--- src/rtl/dac_asm_pkg.sv ---
package dac_asm_pkg;
  localparam int unsigned BYTE_W = 8;
  localparam int unsigned DATA_W = 16;
  localparam int unsigned OP_W   = 3;
  localparam int unsigned CHAN_W = 3;

  typedef enum logic [1:0] {
    PH_CTL = 2'd0,
    PH_HI  = 2'd1,
    PH_LO  = 2'd2
  } phase_e;

  typedef struct packed {
    logic              rsv;
    logic              stream;
    logic [OP_W-1:0]   op;
    logic [CHAN_W-1:0] chan;
  } ctl_byte_t;
endpackage

--- src/rtl/dac_byte_seq.sv ---
module dac_byte_seq
  import dac_asm_pkg::*;
(
  input  logic clk_i,
  input  logic rst_ni,
  input  logic byte_valid_i,
  input  logic clear_i,
  input  logic stream_i,
  output logic take_ctl_o,
  output logic take_hi_o,
  output logic take_lo_o
);
  phase_e phase_q, phase_d;
  logic   accept;

  assign accept     = byte_valid_i & ~clear_i;
  assign take_ctl_o = accept & (phase_q == PH_CTL);
  assign take_hi_o  = accept & (phase_q == PH_HI);
  assign take_lo_o  = accept & (phase_q == PH_LO);

  always_comb begin
    phase_d = phase_q;
    if (clear_i) begin
      phase_d = PH_CTL;
    end else if (accept) begin
      unique case (phase_q)
        PH_CTL:  phase_d = PH_HI;
        PH_HI:   phase_d = PH_LO;
        PH_LO:   phase_d = stream_i ? PH_HI : PH_CTL;
        default: phase_d = PH_CTL;
      endcase
    end
  end

  always_ff @(posedge clk_i or negedge rst_ni) begin
    if (!rst_ni) phase_q <= PH_CTL;
    else         phase_q <= phase_d;
  end


  clear_to_ctl_chk: assert property (@(posedge clk_i) disable iff (!rst_ni)
    clear_i |=> phase_q == PH_CTL);


  stream_reuse_chk: assert property (@(posedge clk_i) disable iff (!rst_ni)
    (take_lo_o && stream_i) |=> phase_q == PH_HI);


  plain_back_ctl_chk: assert property (@(posedge clk_i) disable iff (!rst_ni)
    (take_lo_o && !stream_i) |=> phase_q == PH_CTL);


  idle_hold_chk: assert property (@(posedge clk_i) disable iff (!rst_ni)
    (!byte_valid_i && !clear_i) |=> $stable(phase_q));
endmodule

--- src/rtl/dac_ctl_latch.sv ---
module dac_ctl_latch
  import dac_asm_pkg::*;
(
  input  logic              clk_i,
  input  logic              rst_ni,
  input  logic              take_ctl_i,
  input  logic              take_hi_i,
  input  logic [BYTE_W-1:0] byte_i,
  output ctl_byte_t         ctl_o,
  output logic [BYTE_W-1:0] hi_o
);
  ctl_byte_t         ctl_q;
  logic [BYTE_W-1:0] hi_q;

  always_ff @(posedge clk_i or negedge rst_ni) begin
    if (!rst_ni) begin
      ctl_q <= '0;
      hi_q  <= '0;
    end else begin
      if (take_ctl_i) ctl_q <= ctl_byte_t'(byte_i);
      if (take_hi_i)  hi_q  <= byte_i;
    end
  end

  assign ctl_o = ctl_q;
  assign hi_o  = hi_q;

  // control byte only moves when a new one is taken
  ctl_hold_chk: assert property (@(posedge clk_i) disable iff (!rst_ni)
    !take_ctl_i |=> $stable(ctl_q));
endmodule

--- src/rtl/dac_word_out.sv ---
module dac_word_out
  import dac_asm_pkg::*;
#(
  parameter int unsigned RES_BITS = 12
) (
  input  logic                clk_i,
  input  logic                rst_ni,
  input  logic                take_lo_i,
  input  ctl_byte_t           ctl_i,
  input  logic [BYTE_W-1:0]   hi_i,
  input  logic [BYTE_W-1:0]   lo_i,
  output logic                valid_o,
  output logic                err_o,
  output logic [OP_W-1:0]     op_o,
  output logic [CHAN_W-1:0]   chan_o,
  output logic [RES_BITS-1:0] code_o
);
  localparam int unsigned PAD_W = DATA_W - RES_BITS;

  generate
    if (!(RES_BITS == 12 || RES_BITS == 14 || RES_BITS == 16)) begin : g_bad_res
      $error("RES_BITS must be 12, 14 or 16");
    end
  endgenerate

  logic [DATA_W-1:0]   data_w;
  logic [RES_BITS-1:0] code_w;
  logic                valid_q, err_q;
  logic [OP_W-1:0]     op_q;
  logic [CHAN_W-1:0]   chan_q;
  logic [RES_BITS-1:0] code_q;

  assign data_w = {hi_i, lo_i};
  assign code_w = data_w[DATA_W-1 -: RES_BITS];

  always_ff @(posedge clk_i or negedge rst_ni) begin
    if (!rst_ni) begin
      valid_q <= 1'b0;
      err_q   <= 1'b0;
      op_q    <= '0;
      chan_q  <= '0;
      code_q  <= '0;
    end else begin
      valid_q <= take_lo_i & ~ctl_i.rsv;
      err_q   <= take_lo_i &  ctl_i.rsv;
      if (take_lo_i && !ctl_i.rsv) begin
        op_q   <= ctl_i.op;
        chan_q <= ctl_i.chan;
        code_q <= code_w;
      end
    end
  end

  assign valid_o = valid_q;
  assign err_o   = err_q;
  assign op_o    = op_q;
  assign chan_o  = chan_q;
  assign code_o  = code_q;


  fields_hold_chk: assert property (@(posedge clk_i) disable iff (!rst_ni)
    !valid_q |-> ($stable(code_q) && $stable(op_q) && $stable(chan_q)));


  err_excl_chk: assert property (@(posedge clk_i) disable iff (!rst_ni)
    !(valid_q && err_q));


  one_cycle_chk: assert property (@(posedge clk_i) disable iff (!rst_ni)
    valid_q |=> !valid_q);

  initial begin
    pad_chk: assert (PAD_W <= 4);
  end
endmodule

--- src/rtl/dac_word_asm.sv ---
module dac_word_asm
  import dac_asm_pkg::*;
#(
  parameter int unsigned RES_BITS = 12
) (
  input  logic                clk_i,
  input  logic                rst_ni,
  input  logic                byte_valid_i,
  input  logic [7:0]          byte_data_i,
  input  logic                start_i,
  input  logic                stop_i,
  output logic                word_valid_o,
  output logic                word_err_o,
  output logic [2:0]          op_o,
  output logic [2:0]          chan_o,
  output logic [RES_BITS-1:0] code_o
);
  logic              clear;
  logic              take_ctl, take_hi, take_lo;
  ctl_byte_t         ctl;
  logic [BYTE_W-1:0] hi;

  assign clear = start_i | stop_i;

  dac_byte_seq u_seq (
    .clk_i        (clk_i),
    .rst_ni       (rst_ni),
    .byte_valid_i (byte_valid_i),
    .clear_i      (clear),
    .stream_i     (ctl.stream),
    .take_ctl_o   (take_ctl),
    .take_hi_o    (take_hi),
    .take_lo_o    (take_lo)
  );

  dac_ctl_latch u_latch (
    .clk_i      (clk_i),
    .rst_ni     (rst_ni),
    .take_ctl_i (take_ctl),
    .take_hi_i  (take_hi),
    .byte_i     (byte_data_i),
    .ctl_o      (ctl),
    .hi_o       (hi)
  );

  dac_word_out #(.RES_BITS(RES_BITS)) u_out (
    .clk_i     (clk_i),
    .rst_ni    (rst_ni),
    .take_lo_i (take_lo),
    .ctl_i     (ctl),
    .hi_i      (hi),
    .lo_i      (byte_data_i),
    .valid_o   (word_valid_o),
    .err_o     (word_err_o),
    .op_o      (op_o),
    .chan_o    (chan_o),
    .code_o    (code_o)
  );


  strobe_needs_byte_chk: assert property (@(posedge clk_i) disable iff (!rst_ni)
    (word_valid_o || word_err_o) |-> ($past(byte_valid_i) && !$past(clear)));
endmodule

--- config.mk ---
export PLATFORM = sky130hd
export DESIGN_NAME = dac_word_asm
export DESIGN_NICKNAME = d
export VERILOG_FILES = /design/src/rtl/dac_asm_pkg.sv /design/src/rtl/dac_byte_seq.sv /design/src/rtl/dac_ctl_latch.sv /design/src/rtl/dac_word_out.sv /design/src/rtl/dac_word_asm.sv
export SDC_FILE = /design/constraint.sdc
export NUM_CORES = 1
export LEC_CHECK = 0
export ABC_AREA = 1
export ABC_CLOCK_PERIOD_IN_PS = 1450
export BUFFER_PORTS_ARGS = -buffer_cell sky130_fd_sc_hd__buf_2
export CAP_MARGIN = 25
export CORE_MARGIN = 4
export CORE_UTILIZATION = 25
export CTS_CLUSTER_SIZE = 8
export DETAILED_ROUTE_END_ITERATION = 10
export PLACE_DENSITY = 0.42
export SETUP_SLACK_MARGIN = 0.15
export SLEW_MARGIN = 5
export SYNTH_ARGS = -nofsm -noshare
export SYNTH_HDL_FRONTEND = slang
export SYNTH_HIERARCHICAL = 1
export SYNTH_SLANG_ARGS = --single-unit
--- constraint.sdc ---
create_clock -name clk_i -period 1.45 [get_ports clk_i]
set_clock_uncertainty 0.05 [all_clocks]
set_input_delay 0.145 -clock clk_i [delete_from_list [all_inputs] [get_ports clk_i]]
set_output_delay 0.145 -clock clk_i [all_outputs]
set_load 0.01 [all_outputs]
==> flow_metrics.py, run 1 <==
metrics = {
    "status": {
        "status": "finished clean",
    },
    "clocking": {
        "clock_latency_ns": 0.28,
        "cts_tree": "built",
        "path_clk_slew_ns": 0.07,
        "cts_made_buffers": 5,
        "numClockSinks": 38,
        "htreeDepth": 2,
        "clockBufferDepth": 2,
        "clockRootBuffer": "clkbuf_8",
    },
    "worst_setup_path": {
        "cp_max_fo": 9,
        "crit_chain": "inv_2 > nand2_2 > nor2_2 > buf_6 > clkbuf_16 > nand3_1 > nand2_1",
        "crit_end": "u_out/code_o[5]",
        "r2r_start": "u_seq/phase_q[0]",
        "endpoint_kind": "flop",
        "required_ns": 1.62,
        "start_kind": "flop",
        "max_stage_delay_ns": 0.40,
        "cp_slowest_cell": "dfrtp_1",
        "crit_start": "u_seq/phase_q[0]",
        "r2r_slack_ns": 0.21,
        "criticalPathCategory": "flop to flop",
        "r2r_end": "u_out/code_o[5]",
        "ff2ff_path_depth": 7,
        "worstPathArrival_ns": 1.41,
    },
    "floorplanning": {
        "die_area_sq_um": 7560,
        "core_sq_um": 5990,
        "io_pins": 33,
        "die_h_um": 87.0,
        "die_w_um": 87.0,
        "rows": 28,
        "start_util_pct": 26.0,
    },
    "drt": {
        "via_count": 1236,
        "drt_wl_total_um": 3610,
        "top_layer": "met4",
        "avgViaCountPerCell": 4.23,
        "drt_iter0_drc": 45,
        "drt-pass1-iter-count": 4,
        "drcViolationCount": 0,
        "wl_met1_um": 1730,
        "wl_met3_um": 187,
        "met2_length_um": 1660,
        "wl_per_cell_um": 12.4,
        "final_antenna_net_count": 0,
    },
    "final_layout": {
        "num_antenna_cells": 0,
        "post-route-util_pct": 32.8,
        "drive_above_1_share_pct": 24.9,
        "nets": 230,
        "syn_to_final_growth_pct": 26.0,
        "fillCellCount": 643,
    },
    "global_routing": {
        "antenna_found_initial": 0,
        "grt_pass1_wl_um": 5820,
        "grt_max_degree": 39,
        "grtUsageTotal_pct": 10.1,
        "grt_pass1_vias": 1223,
        "grt_overflow": 0,
    },
    "pwr": {
        "p_per_area_nw_per_um2": 1080,
        "total_power_mw": 2.13,
        "vdd_drop_max_mv": 0.361,
        "leakagePower_nw": 1.14,
    },
    "synth": {
        "synth_common_cells": "nand2_1 (93), dfrtp_1 (38), nand3_1 (19), inv_1 (9)",
        "yosysSeqAreaShare_pct": 61.0,
        "synth_warnings": 6,
        "synthFlopType": "dfrtp_1",
        "syn_area_per_cell_sq_um": 8.91,
        "ys_types": 13,
        "ys_ff_latch": 38,
        "synth_async_sr_flop_share_pct": 100,
        "syn_area_sq_um": 1560,
        "synth_nets": 188,
        "synth-edff-count": 0,
        "synth_top_cell_by_area": "dfrtp_1",
        "synthTopCellsByArea": "dfrtp_1 (61%), nand2_1 (22%), nand3_1 (6.1%), buf_6 (2.9%), inv_1 (2.2%)",
        "synth.most_common_cell": "nand2_1",
        "syn_inst": 175,
        "synth_top_area_share_pct": 61.0,
    },
    "placed_design": {
        "hpwlAfterDp_um": 2330,
        "portBuffers": 32,
        "place.gp.congestion": 0.736,
    },
    "sta": {
        "setup_tns_ns": 0,
        "max_freq_mhz": 806,
        "rsz0062_at_grt": "true",
        "setup_violations": 0,
        "hold_viol": 0,
        "worst_pin_slew_ns": 0.263,
        "drv_slew": 0,
        "period_share_pct": 85.6,
        "min_period_ns": 1.24,
        "slew_headroom_pct": 82.5,
    },
    "hold_path": {
        "min_path_type": "input pin to flop",
    },
    "run": {
        "drv_cap": 0,
    },
}
final cells by class:
class	instances	area (sq um)	area share [%]
sequential	38	951	48.4
multi-input combinational	120	509	25.9
timing repair buffer	40	287	14.6
tap	75	93.8	4.78
clock buffer	7	76.3	3.89
inverter	12	47.5	2.42
repair_timing:
action / in CTS / in global routing
buffers inserted: 0 / 0
resized for setup: 0 / 6
endpoints found under the hold margin: 38 / 0
endpoints found under the setup margin: 0 / 18
hold buffers: 1 / 0
cell usage in the layout (no fill, tap or decap):
cell / instances
inv_1: 8
o21ai_0: 1
nand2_4: 1
inv_2: 3
clkbuf_16: 2
nand2_2: 2
clkbuf_1: 2
dlygate4sd3_1: 1
buf_6: 1
nor2_1: 3
buf_4: 2
buf_2: 32
inv_4: 1
dfrtp_1: 38
nand2_1: 91
nand3_1: 19
buf_12: 2
nand2_8: 1
clkbuf_8: 5
nor2_2: 2
per-layer routing:
layer | vias to the layer above | global-route usage (%)
li1 | 618 | -
met1 | 586 | 13.0
met2 | 27 | 15.9
met3 | 5 | 3.03
met4 | 0 | 3.82
met5 | - | 0
how the worst min path moves through the flow:
| stage | start | to | slack (ns) | cells after the start |
|---|---|---|---|---|
| after floorplan | rst_ni | u_latch/ctl_o[0] | -0.20 | 0 |
| after global placement | rst_ni | u_out/op_o[2] | 0.08 | 2 |
| after detailed placement | rst_ni | u_out/op_o[1] | 0.08 | 2 |
| after CTS | byte_data_i[2] | u_latch/hi_o[2] | 0.03 | 3 |
| after global routing | byte_data_i[0] | u_latch/hi_o[0] | 0.04 | 3 |
| final | byte_data_i[2] | u_latch/hi_o[2] | 0.04 | 3 |
registers in the layout (all words and copies together), names as in the netlist:
name	count
u_seq/phase_q	2
u_out/chan_o	3
u_out/valid_o	1
u_latch/ctl_o	8
u_out/code_o	12
u_latch/hi_o	8
u_out/err_o	1
u_out/op_o	3
through the flow:
step | cells | instance area [sq um] | hold WS, ns | worst slack [ns]
after floorplan | 175 | 1560 | -0.201 | 0.218
after global placement | 281 | 1800 | 0.0844 | 0.191
after detailed placement | 281 | 1800 | 0.0823 | 0.184
after CTS | 289 | 1880 | 0.0320 | 0.205
after global routing | 292 | 1960 | 0.0410 | 0.122
final | 292 | 1960 | 0.0405 | 0.209
worst max-delay path, delay by kind of cell, from the launching register on:
family / cells / cell delay (ns)
DFF: 1 / 0.40
buffers and inverters: 3 / 0.43
and+or+nand+nor: 4 / 0.30
power by group:
part / internal, mW / leakage (nW) / switching (mW)
registers: 1.17 / 0.509 / 0.0602
logic: 0.0852 / 0.591 / 0.153
clock network: 0.331 / 0.0383 / 0.334
cells by family after synthesis:
family,after synthesis,share of synthesized area [%]
and+or+nand+nor,118,30.6
AOI/OAI and AO/OA,1,0.321
DFF,38,61.0
buffers and inverters,18,8.11
No activity file was read; power rests on OpenSTA's default activity.
==> run 2: changes to the inputs <==
CORE_ASPECT_RATIO = 1.4   (was default)
==> run 2 against run 1 <==
Net effect:
- setup slack worse by 0.028 ns
- first-iteration DRC count up 58%
- die area up 0.23%
- sequential cell count unchanged
- core utilization up 0.84 points
- count of clock-buffer cells in the layout unchanged
- sequential share of layout area down 0.85 points
- sequential power about the same
- cell count unchanged
- critical path type unchanged
==> flow_metrics.py, run 2 (synthesized netlist as in run 1, its figures left out) <==
metrics = {
    "sta": {
        "slew_headroom_pct": 82.7,
        "min_period_ns": 1.27,
        "period_share_pct": 87.5,
        "setup_ws_ns": 0.181,
        "worst_pin_slew_ns": 0.259,
        "hold_viol": 0,
        "rsz0062_at_grt": "true",
        "setup_violations": 0,
        "setup_tns_ns": 0,
        "drv_slew": 0,
        "max_freq_mhz": 788,
    },
    "worst_setup_path": {
        "r2r_slack_ns": 0.18,
        "required_ns": 1.63,
        "ff2ff_path_depth": 7,
        "criticalPathCategory": "flop to flop",
        "r2r_start": "u_seq/phase_q[0]",
        "endpoint_kind": "flop",
        "r2r_end": "u_out/code_o[5]",
        "cp_max_fo": 6,
        "start_kind": "flop",
        "crit_start": "u_seq/phase_q[0]",
        "worstPathArrival_ns": 1.45,
    },
    "floorplanning": {
        "die_w_um": 74.7,
        "die_h_um": 101,
        "die_area_sq_um": 7580,
        "core_sq_um": 5950,
        "rows": 33,
        "start_util_pct": 26.2,
        "io_pins": 33,
    },
    "pwr": {
        "p_per_area_nw_per_um2": 1080,
        "power.switching_mw": 0.573,
        "power_frac_seq_pct": 57.0,
        "combPwrFrac_pct": 11.3,
        "vdd_drop_max_mv": 0.486,
        "leakagePower_nw": 1.16,
        "p_sw_share_pct": 26.5,
        "pwr-share-clk_pct": 31.7,
        "total_power_mw": 2.16,
        "internal-power_mw": 1.59,
    },
    "placed_design": {
        "hpwlAfterDp_um": 2440,
        "dp_slack_ns": 0.183,
        "portBuffers": 32,
        "place.gp.congestion": 0.725,
    },
    "drt": {
        "drt-pass1-iter-count": 4,
        "drcViolationCount": 0,
        "wl_per_cell_um": 13.1,
        "drt_iter0_drc": 71,
        "via_count": 1250,
        "avgViaCountPerCell": 4.28,
        "final_antenna_net_count": 0,
        "drt_wl_total_um": 3830,
    },
    "final_layout": {
        "final_common_cell": "nand2_1",
        "final_cell_mix": "nand2_1 (91), dfrtp_1 (38), buf_2 (32)",
        "syn_to_final_growth_pct": 28.3,
        "largest_reg_flops": 12,
        "drive_above_1_share_pct": 26.6,
        "nets": 235,
        "num_antenna_cells": 0,
        "fillCellCount": 681,
    },
    "clocking": {
        "numClockSinks": 38,
        "cts_made_buffers": 5,
        "cts_tree": "built",
        "clock_latency_ns": 0.28,
        "clockRootBuffer": "clkbuf_8",
        "clockBufferDepth": 2,
        "path_clk_slew_ns": 0.07,
        "htreeDepth": 2,
    },
    "run": {
        "drv_cap": 0,
    },
    "global_routing": {
        "grt_overflow": 0,
        "antenna_found_initial": 0,
        "grt_pass1_vias": 1207,
        "grtUsageTotal_pct": 10.2,
        "grt_pass1_wl_um": 5870,
        "grt_max_degree": 39,
    },
    "hold_path": {
        "whs_path_depth": 3,
        "hold_path_end": "u_latch/hi_o[0]",
        "min_path_type": "input pin to flop",
        "hold_start": "byte_data_i[0]",
    },
    "status": {
        "status": "finished clean",
    },
}
## run 2: metal layers
| layer | share of wire, % | up-vias | track usage, % |
|---|---|---|---|
| li1 | - | 630 | - |
| met4 | 2.0 | 0 | 4.52 |
| met5 | 0 | - | 0 |
| met2 | 52 | 23 | 17.1 |
| met1 | 42 | 591 | 12.4 |
| met3 | 3.9 | 6 | 2.18 |
## run 2: worst max-delay path, cell delays in order, from the launching register on
cell and delay, ns:
dfrtp_1 0.41, inv_2 0.08, nand2_2 0.06, nor2_2 0.11, buf_6 0.18, clkbuf_16 0.16, nand3_1 0.08, nand2_1 0.07
## run 2: worst max-delay path by stage
| stage | end | slack [ns] |
|---|---|---|
| 6_report | u_out/code_o[5] | 0.18 |
| 2_1_floorplan | u_out/code_o[1] | 0.22 |
| 4_1_cts | u_out/chan_o[0] | 0.19 |
| 3_3_place_gp | u_out/chan_o[0] | 0.19 |
| 3_5_place_dp | u_out/code_o[9] | 0.18 |
| 5_1_grt | u_out/code_o[6] | 0.11 |
## run 2: layout make-up
class	count	area, sq um	area share (%)
Multi-Input combinational cell	120	509	25.5
Tap cell	70	87.6	4.38
Sequential cell	38	951	47.6
Inverter	12	47.5	2.38
Timing Repair Buffer	45	328	16.4
Clock buffer	7	76.3	3.82
## run 2: power by group through the flow
stage | Combinational (mW) | Sequential, mW | Clock (mW)
finish | 0.244 | 1.23 | 0.685
floorplan | 0.137 | 1.24 | 0
global placement | 0.231 | 1.25 | 0
global route | 0.288 | 1.24 | 0.751
detailed placement | 0.233 | 1.25 | 0
CTS | 0.235 | 1.23 | 0.708
## run 2: repair_timing
| item | CTS | global route |
|---|---|---|
| hold endpoints to repair | 38 | 0 |
| resized for setup | 0 | 6 |
| setup endpoints to repair | 0 | 24 |
| setup buffers | 0 | 4 |
| hold buffers | 1 | 0 |
## run 2: metrics by stage
stage	util, %	instance area (sq um)	hold WS [ns]	cells
floorplan	-	1560	-0.201	175
global placement	30.1	1790	0.0817	276
detailed placement	30.1	1790	0.0800	276
CTS	31.6	1880	0.0308	284
global route	33.6	2000	0.0501	292
finish	33.6	2000	0.0355	292
==> run 3: changes to the inputs <==
ABC_AREA = default   (was 1)
ABC_CLOCK_PERIOD_IN_PS = 1050   (was 1450)
PLACE_DENSITY = 0.43   (was 0.42)
clock period = 1.05 ns   (was 1.45 ns; I/O delays follow)
==> run 3 against run 2 <==
Net effect:
- the flow now finishes with violations (setup timing)
- synthesized cell count down 49%
- largest power group unchanged
- count of clock-buffer cells in the layout down 2
- die area up 1.8%
- power up 55%
- critical path type unchanged
- maximum frequency down 21%
- critical path depth down 2
- non-clock buffer count up 20
- via count down 24%
- global-route usage down 0.89 points
==> flow_metrics.py, run 3 <==
metrics = {
    "status": {
        "status": "finished, violations left",
        "violations": "setup timing",
    },
    "global_routing": {
        "grt_pass1_wl_um": 5240,
        "antenna_found_initial": 0,
        "grtUsageTotal_pct": 9.30,
        "grt_max_degree": 39,
        "grt_overflow": 0,
        "grt_pass1_vias": 1009,
    },
    "floorplanning": {
        "die_w_um": 75.4,
        "die_area_sq_um": 7720,
        "start_util_pct": 25.6,
        "die_h_um": 102,
        "io_pins": 33,
        "core_sq_um": 6210,
        "rows": 34,
    },
    "clocking": {
        "clockRootBuffer": "clkbuf_8",
        "cts_made_buffers": 5,
        "path_clk_slew_ns": 0.07,
        "numClockSinks": 38,
        "clock_latency_ns": 0.29,
        "cts_tree": "built",
        "clockBufferDepth": 2,
        "htreeDepth": 2,
    },
    "sta": {
        "worst_pin_slew_ns": 0.247,
        "max_freq_mhz": 624,
        "rsz0062_at_grt": "true",
        "hold_viol": 0,
        "min_period_ns": 1.60,
        "drv_slew": 0,
        "whs_ns": 0.0229,
        "slew_headroom_pct": 83.4,
        "setup_violations": 35,
        "period_share_pct": 153,
        "setup_ws_ns": -0.554,
    },
    "worst_setup_path": {
        "worstPathArrival_ns": 1.72,
        "cp_max_fo": 6,
        "criticalPathCategory": "flop to flop",
        "required_ns": 1.17,
        "endpoint_kind": "flop",
        "start_kind": "flop",
    },
    "final_layout": {
        "multiInputGateArea_sq_um": 643,
        "final_common_cell": "dfrtp_1",
        "register_area_sq_um": 951,
        "drive_above_1_share_pct": 69.2,
        "final_cell_mix": "dfrtp_1 (38), mux2_4 (34), buf_2 (30)",
        "largest_reg_flops": 12,
        "fillCellCount": 598,
        "syn_to_final_growth_pct": 44.1,
        "stdcell_count": 231,
        "nets": 171,
        "num_antenna_cells": 0,
    },
    "placed_design": {
        "portBuffers": 32,
        "dp.cells": 200,
        "place.gp.congestion": 0.663,
    },
    "synth": {
        "synthFlopType": "dfrtp_1",
        "syn_area_sq_um": 1590,
        "synth-edff-count": 0,
        "synth_async_sr_flop_share_pct": 100,
        "synth_common_cells": "dfrtp_1 (38), mux2_4 (25), mux2_2 (9), buf_6 (3)",
        "synth_warnings": 6,
        "synth_top_cell_by_area": "dfrtp_1",
        "synth_nets": 103,
        "ys_ff_latch": 38,
        "synthAdderAreaFrac_pct": 0,
        "ys_types": 16,
        "syn_inst": 90,
        "synthTopCellsByArea": "dfrtp_1 (60%), mux2_4 (24%), mux2_2 (6.4%), buf_6 (2.1%), and4bb_1 (1.6%)",
        "synth_top_area_share_pct": 59.8,
        "synth-compound-area-share_pct": 0.629,
        "yosysSeqAreaShare_pct": 59.8,
        "synthXorXnorAreaFrac_pct": 0,
        "syn_area_per_cell_sq_um": 17.7,
        "synthMuxAreaShare_pct": 30.0,
        "synth_top_family_by_area": "multiplexers",
        "synth_simple_gate_area_share_pct": 6.22,
        "synth.most_common_cell": "dfrtp_1",
    },
    "drt": {
        "drt-pass1-iter-count": 4,
        "drt_iter0_drc": 65,
        "drcViolationCount": 0,
        "drt_wl_total_um": 3340,
        "final_antenna_net_count": 0,
        "avgViaCountPerCell": 4.10,
        "wl_per_cell_um": 14.4,
        "via_count": 947,
    },
    "pwr": {
        "leakagePower_nw": 1.18,
        "p_per_area_nw_per_um2": 1460,
        "total_power_mw": 3.34,
        "vdd_drop_max_mv": 0.551,
    },
    "hold_path": {
        "min_path_type": "input pin to flop",
    },
    "run": {
        "drv_cap": 0,
    },
}
## run 3: cell types whose count changed in the layout (fill, tap and decap cells not counted), sizes merged, moves of 4 or more
cell	previous run	this run
mux2	0	34
clkbuf	9	5
nor2	5	1
nand3	19	0
inv	12	0
buf	42	63
nand2	95	0
## run 3: final timing paths
path | end | slack, ns | from | cells past startpoint
max reg2reg | u_out/code_o[4] | -0.55 | u_seq/phase_q[0] | 5
min reg2reg | u_out/chan_o[1] | 0.46 | u_out/chan_o[1] | 1
min | u_latch/hi_o[3] | 0.02 | byte_data_i[3] | 2
max in group asynchronous | u_out/code_o[5] | 0.49 | rst_ni | 3
min in group asynchronous | u_out/code_o[8] | 0.25 | rst_ni | 3
max | u_out/code_o[4] | -0.55 | u_seq/phase_q[0] | 5
## run 3: what timing repair did
item                                    4_1_cts  5_1_grt
endpoints found under the setup margin       58       58
hold buffers                                  2        0
setup buffers                                15        5
pin swaps                                     2        1
endpoints found under the hold margin        40        0
resized for setup                            14        6
cloned                                        1        0
## run 3: logic make-up after synthesis
family | count (synthesis)
AOI/OAI and AO/OA | 2
muxes | 34
DFF | 38
buffers and inverters | 4
and+or+nand+nor | 12
## run 3: final cells by class
type	count	area share (%)
clock buffers	5	3.00
well taps	72	3.93
clock inverters	3	1.75
flip-flops and latches	38	41.5
multi-input cells	48	28.1
repair buffers	65	21.7
## run 3: worst max-delay path, cell delays in order, from the launching register on
cell      delay [ns]
dfrtp_1         0.40
and4bb_1        0.28
nor2b_4         0.20
buf_6           0.13
buf_16          0.12
mux2_4          0.29
## run 3: stage by stage
| stage | setup TNS, ns | instance area [sq um] | setup slack [ns] | utilization, % |
|---|---|---|---|---|
| floorplan | -12.22 | 1590 | -0.471 | - |
| global placement | -17.73 | 1910 | -0.610 | 30.7 |
| detailed placement | -18.16 | 1910 | -0.600 | 30.7 |
| CTS | -16.62 | 2220 | -0.568 | 35.8 |
| global route | -17.90 | 2290 | -0.617 | 36.9 |
| finish | -15.69 | 2290 | -0.554 | 36.9 |
## run 3: metal layers
| layer | wire length [um] | track usage (%) |
|---|---|---|
| met1 | 1450 | 11.9 |
| met2 | 1710 | 14.5 |
| met3 | 130 | 2.36 |
| met4 | 45 | 4.44 |
| met5 | 0 | 0 |
## run 3: power breakdown
group | leakage (nW) | internal (mW) | switching, mW | total [mW]
clock | 0.0579 | 0.699 | 0.515 | 1.21
combinational | 0.620 | 0.295 | 0.132 | 0.427
sequential | 0.504 | 1.61 | 0.0886 | 1.70
